<file path="config.mk">
export PLATFORM = sky130hd
export DESIGN_NAME = i2c_ptr_slave
export DESIGN_NICKNAME = d
export VERILOG_FILES = /design/src/rtl/i2c_ptr_slave.sv
export SDC_FILE = /design/constraint.sdc
export NUM_CORES = 1
export LEC_CHECK = 0
export ABC_AREA = 1
export CORE_MARGIN = 5
export CORE_UTILIZATION = 55
export DETAILED_ROUTE_END_ITERATION = 10
export PLACE_DENSITY = 0.76
export REMOVE_ABC_BUFFERS = 1
export SLEW_MARGIN = 20
export SYNTH_ARGS = -nofsm -noshare
export SYNTH_HDL_FRONTEND = slang
export SYNTH_SLANG_ARGS = --single-unit
</file>
<file path="constraint.sdc">
create_clock -name clk -period 2.16 [get_ports clk]
set_input_delay 0.648 -clock clk [delete_from_list [all_inputs] [get_ports clk]]
set_output_delay 0.648 -clock clk [all_outputs]
set_load 0.03 [all_outputs]
</file>
<file path="src/rtl/i2c_ptr_slave.sv">
module i2c_ptr_slave #(
  parameter logic [6:0] DEV_ADDR = 7'h20
) (
  input  logic       clk,
  input  logic       rst_n,
  input  logic       scl_i,
  input  logic       sda_i,
  output logic       sda_oe,
  input  logic [7:0] port_lo_i,
  input  logic [7:0] port_hi_i,
  output logic [7:0] reg_addr,
  output logic       reg_we,
  output logic [7:0] reg_wdata,
  input  logic [7:0] reg_rdata
);

  typedef enum logic [2:0] {S_IDLE, S_ADDR, S_CMD, S_WR, S_RD} state_t;

  logic [1:0] scl_s, sda_s;
  logic       scl_q, sda_q;
  state_t     st;
  logic [3:0] cnt;
  logic [7:0] sh, tx, ptr, snap_lo, snap_hi, wa_q, wd_q;
  logic       rw, mack, we_q;

  wire scl = scl_s[1];
  wire sda = sda_s[1];
  wire start_ev = scl & scl_q & sda_q & ~sda;
  wire stop_ev  = scl & scl_q & ~sda_q & sda;
  wire rise = scl & ~scl_q;
  wire fall = ~scl & scl_q;
  wire addr_hit = (sh[7:1] == DEV_ADDR);
  wire [7:0] nxt_ptr = {ptr[7:1], ~ptr[0]};
  wire [7:0] rd_byte = (ptr == 8'h00) ? snap_lo :
                       (ptr == 8'h01) ? snap_hi : reg_rdata;

  assign reg_addr  = we_q ? wa_q : ptr;
  assign reg_we    = we_q;
  assign reg_wdata = wd_q;

  always_ff @(posedge clk or negedge rst_n) begin
    if (!rst_n) begin
      scl_s <= 2'b11;
      sda_s <= 2'b11;
      scl_q <= 1'b1;
      sda_q <= 1'b1;
    end else begin
      scl_s <= {scl_s[0], scl_i};
      sda_s <= {sda_s[0], sda_i};
      scl_q <= scl;
      sda_q <= sda;
    end
  end

  always_ff @(posedge clk or negedge rst_n) begin
    if (!rst_n) begin
      st      <= S_IDLE;
      cnt     <= '0;
      sh      <= '0;
      tx      <= '0;
      ptr     <= '0;
      snap_lo <= '0;
      snap_hi <= '0;
      wa_q    <= '0;
      wd_q    <= '0;
      rw      <= 1'b0;
      mack    <= 1'b0;
      we_q    <= 1'b0;
      sda_oe  <= 1'b0;
    end else begin
      we_q <= 1'b0;
      if (start_ev) begin
        st     <= S_ADDR;
        cnt    <= '0;
        sda_oe <= 1'b0;
      end else if (stop_ev) begin
        st     <= S_IDLE;
        sda_oe <= 1'b0;
      end else if (st != S_IDLE) begin
        if (rise) begin
          if (cnt < 4'd8) sh <= {sh[6:0], sda};
          else if (cnt == 4'd8) mack <= ~sda;
          if (cnt < 4'd9) cnt <= cnt + 4'd1;
        end else if (fall) begin
          if (cnt == 4'd8) begin
            case (st)
              S_ADDR: begin
                if (addr_hit) begin
                  sda_oe <= 1'b1;
                  rw     <= sh[0];
                  if (sh[0]) begin
                    snap_lo <= port_lo_i;
                    snap_hi <= port_hi_i;
                  end
                end else begin
                  st <= S_IDLE;
                end
              end
              S_CMD: begin
                ptr    <= sh;
                sda_oe <= 1'b1;
              end
              S_WR: begin
                we_q   <= 1'b1;
                wa_q   <= ptr;
                wd_q   <= sh;
                ptr    <= nxt_ptr;
                sda_oe <= 1'b1;
              end
              default: sda_oe <= 1'b0;
            endcase
          end else if (cnt == 4'd9) begin
            cnt    <= '0;
            sda_oe <= 1'b0;
            case (st)
              S_ADDR: begin
                if (rw) begin
                  st     <= S_RD;
                  tx     <= rd_byte;
                  sda_oe <= ~rd_byte[7];
                  ptr    <= nxt_ptr;
                end else begin
                  st <= S_CMD;
                end
              end
              S_CMD: st <= S_WR;
              S_RD: begin
                if (mack) begin
                  tx     <= rd_byte;
                  sda_oe <= ~rd_byte[7];
                  ptr    <= nxt_ptr;
                end else begin
                  st <= S_IDLE;
                end
              end
              default: ;
            endcase
          end else if (st == S_RD && cnt != 4'd0) begin
            tx     <= {tx[6:0], 1'b0};
            sda_oe <= ~tx[6];
          end
        end
      end
    end
  end

  assert_stop_keeps_ptr_R1: assert property (@(posedge clk) disable iff (!rst_n)
    stop_ev |=> (ptr == $past(ptr)));

  assert_idle_is_quiet_R2: assert property (@(posedge clk) disable iff (!rst_n)
    (st == S_IDLE) |-> !sda_oe);

  assert_drive_on_scl_low_R2: assert property (@(posedge clk) disable iff (!rst_n)
    $rose(sda_oe) |-> !scl);

  assert_single_strobe_R4: assert property (@(posedge clk) disable iff (!rst_n)
    reg_we |=> !reg_we);

  assert_pair_step_R5: assert property (@(posedge clk) disable iff (!rst_n)
    reg_we |-> (ptr == {reg_addr[7:1], ~reg_addr[0]}));

endmodule

</file>
; ---- Word level (Yosys, flattened, before mapping)
; Cells that the tools add are included.
[totals]
ramBits = 0
out_inout_bits = 18
inputBits = 28
reg_bits = 72
mem_bits_ro = 0
word_cells = 144
n_memories = 0
latchBits = 0
[op_classes]
shift = 0
div = 0
n_mul = 0
bitwise_logic = 20
magnitude_cmp = 2
eq_ne = 22
n_mux = 54
n_reduce_logical = 27
add_sub_neg = 1
[op_table]
columns = cell, count
row1 = 2-to-1 mux 3 bit, 11
row2 = 2-to-1 mux 4 bit, 8
row3 = 2-to-1 mux 8 bit, 4
row4 = 2-to-1 mux 7 bit, 4
row5 = AND reduction 8 bit, 3
row6 = 2-to-1 mux 1 bit, 21
row7 = AND reduction 10 bit, 2
row8 = inequality test 3 bit (second input constant), 6
row9 = nonzero test 3 bit, 6
row10 = case mux 8 bit (2 select lines), 1
row11 = case mux 7 bit (2 select lines), 1
row12 = inverter 1 bit, 13
row13 = AND reduction 6 bit, 2
row14 = inequality test 5 bit (second input constant), 2
row15 = AND reduction 5 bit, 2
row16 = nonzero test 5 bit, 2
row17 = case mux 3 bit (3 select lines), 1
row18 = AND reduction 9 bit, 1
row19 = == test 4 bit (second input constant), 2
row20 = == test 8 x 1 -> 1 bit (second input constant), 1
row21 = zero test 8 bit, 1
row22 = less-than comparator 4 bit (second input constant), 2
row23 = nonzero test 4 bit, 2
row24 = bitwise AND 1 bit, 7
row25 = other kinds (15), 21

; ---- Depth between registers and ports, before layout
[logic_depth]
depth_word = 13
depth_mapped = 12
ltp_nobuf = 12

; ---- Least setup slack after synthesis
; Ideal clock, no wire load.
[synth_path]
path_type = reg2out
startpoint = register we_q, in the netlist reg_we
endpoint = output port reg_addr[5]
n_path_buf = 1
stages_incl_launch_ff = 3
required_ns = 1.512
t_arrival_ns = 1.470
setup_slack_ns = 0.042
path_cell_list = dfrtp_1 clkbuf_1 o21ai_0
[synth_between]
elab_chain_cells = 1
[synth_rtl]
columns = item, line_no
row1 = from (decl), 24  ; logic rw, mack, we_q;
row2 = from (signal assigned), 68  ; we_q <= 1'b0;
row3 = from (signal assigned), 71  ; we_q <= 1'b0;
row4 = from (signal assigned), 104  ; we_q <= 1'b1;
row5 = 2-to-1 mux 8 bit, 37  ; assign reg_addr = we_q ? wa_q : ptr;
row6 = to (decl), 11  ; output logic [7:0] reg_addr,
; No other way between the ends.

; ---- Final worst setup path
[layout_path]
startpoint = register we_q, in the netlist reg_we
endpoint = output port reg_addr[6]
; Same word-level chain as after synthesis.

==> metrics <==
DR iter-0 viols=169; CTS Hold Bufs=0; Setup CP Type=reg -> out; Clk pin slew, worst setup/hold paths=about 70 ps; DIE AREA=0.00840 mm2; Mapped Cells=460; DP Area=0.00420 mm2; Worst setup EP type=output pin; simple-gate share of the synthesized area=29.6%; GPL Wtd Cong=roughly 0.91; synth unique cells=33; Die Ht=91.6 um; Seq/Total Area, Yosys=49.4%; met3 usage=4.50%; Slew headroom=a little over three fifths; HP Class=in -> async; leakage=2.20 nW; Max-Cap Viols=0; PwrDens=between 600 and 700 mW/mm2; Finished Cell Area=about 0.0044 mm2; GR Overflow Total=0; Avg Inst Size Synth=7.97 um2; PortBufs=45; RSZ-0062 raised after global routing=no; worst-path cell chain=o21ai_0, dlygate4sd2_1; DR vias/cell=5.16; pin count of the biggest net entering global routing=53; WL/cell=between 10 and 15 um; Cell Area, Synth=0.00366 mm2; #FFs+latches synth=72; Clock Skews=slightly below 10 ps; met1 Use GR=about a quarter; DIE WIDTH=91.6 um; Num CTS Buffers=9; most common cell after layout, fill and taps aside=nand2_1; DP Wirelength=5710 um; vias in the first global route=2935; clock tree from TritonCTS=built; aggregate routed wire length=roughly 7700 um; DR vias=3064; Tightest Pin Transition=~560 ps; most frequent cells in the layout=147 x nand2_1, 64 x dfrtp_1, 55 x inv_1; total core area=between 0.006 and 0.007 mm2; Worst-Skew Late Latency=about 340 ps; htree depth=3; starting density of the core=57.1%; Critical Path Fanout Max=17; WHS=287 ps; status=finished clean; crit path time final=2070 ps; Non-Filler Instances=594; DRC viols=0; Setup crit start kind=register; TritonRoute pass-1 iters=4; Post-Synth Adder-Cell Area=under 10%; CTS Sinks=72; Slowest cell on crit path=dfrtp_2; IO Pins=46; setup bufs post-CTS=0; setup violators final=0; Data arrival, critical path=1420 ps; final period utilization=a little over nine tenths; reg-to-reg slack, setup=200 ps; fmax=between 400 and 500 MHz; nets=544; Top Usage Layer GRT=met2; root buffer cell=clkbuf_8; Crit path largest cell delay=~500 ps; layout cells sized above 1=between 10% and 20%; number of diodes=0; maximum VDD drop=0.000421 V; FF-to-FF path depth=12; Layout area overhead=19.7%; Power Total=0.00265 W; cell count after placement=578; multiplexer share of the synthesized area=0%; clock tree buffer depth=2; Yosys warnings=0; Overall Global Routing Usage=18.9%; Post-Synth XOR/XNOR Area=0.239%; RR Endpoint=tx[3]; Detail Route Antenna Nets=0; required time of the critical path=1510 ps; largest family of logic cells by synthesized area=simple AND/OR/NAND/NOR gates; number of hold violations in the final report=0; routing usage on met2=32.0%; Compound-Gate Fraction of Synth Area=about 11%; first-pass GRT wire length=about 13000 um; reg2reg start=cnt[1]; Site Rows=29; fin. max-slew vios=0; initial antenna violation count=0
what timing repair did:
item | in CTS | in global routing
resized for setup | 13 | 6
endpoints found under the hold margin | 0 | 0
endpoints found under the setup margin | 9 | 4
cells by family (layout without fill, tap and decap cells):
family / after synthesis / in the layout
DFF: 72 / 72
AOI/OAI and AO/OA: 72 / 72
xor gates and xnor gates: 1 / 1
and+or+nand+nor: 238 / 238
adders and majority gates: 4 / 4
buffers and inverters: 73 / 130
per-layer routing:
layer / routed length (um) / up-vias
met5: 0 / -
met4: 91 / 0
met3: 320 / 10
met2: 3830 / 54
met1: 3450 / 1441
li1: - / 1559
how the worst max path moves through the flow:
stage | start | depth (start not counted) | slack [ps] | endpoint
global placement | reg_we | 3 | 80 | reg_addr[0]
floorplan | reg_we | 1 | 150 | reg_addr[0]
global route | reg_we | 2 | 2 | reg_addr[6]
detailed placement | reg_we | 2 | -40 | reg_addr[7]
finish | reg_we | 2 | 90 | reg_addr[6]
CTS | reg_we | 2 | 60 | reg_addr[7]
report_power, final:
group,switching (W),internal (W)
registers,0.0000314,0.00138
logic,0.000104,0.0000822
clock network,0.000492,0.000563
total,0.000627,0.00203
through the flow:
| stage | worst slack, ps | util (%) | TNS (ps) |
|---|---|---|---|
| floorplan | 147 | - | 0 |
| global placement | 83.0 | 65.3 | 0 |
| detailed placement | -37.9 | 65.3 | -37.9 |
| CTS | 59.4 | 68.3 | 0 |
| global route | 1.88 | 68.3 | 0 |
| finish | 87.9 | 68.3 | 0 |
state kept, by name, indices dropped and copies added (netlist names):
signal,count
snap_hi,8
sda_oe,1
wa_q,8
rw,1
sh,8
cnt,4
scl_q,1
reg_we,1
ptr,8
reg_wdata,8
st,3
tx,7
sda_q,1
sda_s,2
mack,1
scl_s,2
snap_lo,8
cell usage after synthesis:
master	instances	area, um2
nor3_4	1	16.3
xor2_1	1	8.76
nor2_1	21	78.8
inv_1	55	206
nor3_1	2	10.0
o21ai_2	9	78.8
clkinv_1	2	7.51
nor2_4	3	33.8
a21oi_2	1	8.76
o21ai_1	32	160
nor2_2	3	18.8
buf_2	4	20.0
nor4_4	1	21.3
o21bai_1	1	7.51
dfrtp_1	66	1650
inv_6	1	8.76
clkbuf_1	2	7.51
nand3_2	1	10.0
ha_1	4	50.1
a21oi_1	8	40.0
buf_4	1	7.51
nor3_2	2	20.0
nor2_8	1	20.0
nand2_4	2	22.5
inv_2	5	18.8
buf_6	3	33.8
dfstp_2	6	158
nand3b_1	1	7.51
o21ai_0	21	105
nand4_1	4	25.0
nand2_1	147	552
nand2_2	4	25.0
nand3_1	45	225
worst max-delay path: cells and delay by family (launching register included):
kind	cells	cell delay (ps)
DFF	1	500
buffers and inverters	1	420
AOI/OAI and AO/OA	1	170
cell type report:
type                            instances  area (um2)
Multi-Input combinational cell        315        1550
Fill cell                             520        2040
Timing Repair Buffer                   51         493
Tap cell                               77        96.3
Sequential cell                        72        1810
Clock buffer                           11         141
Inverter                               63         241
Clock inverter                          5        56.3
(Power assumes the default switching activity.)
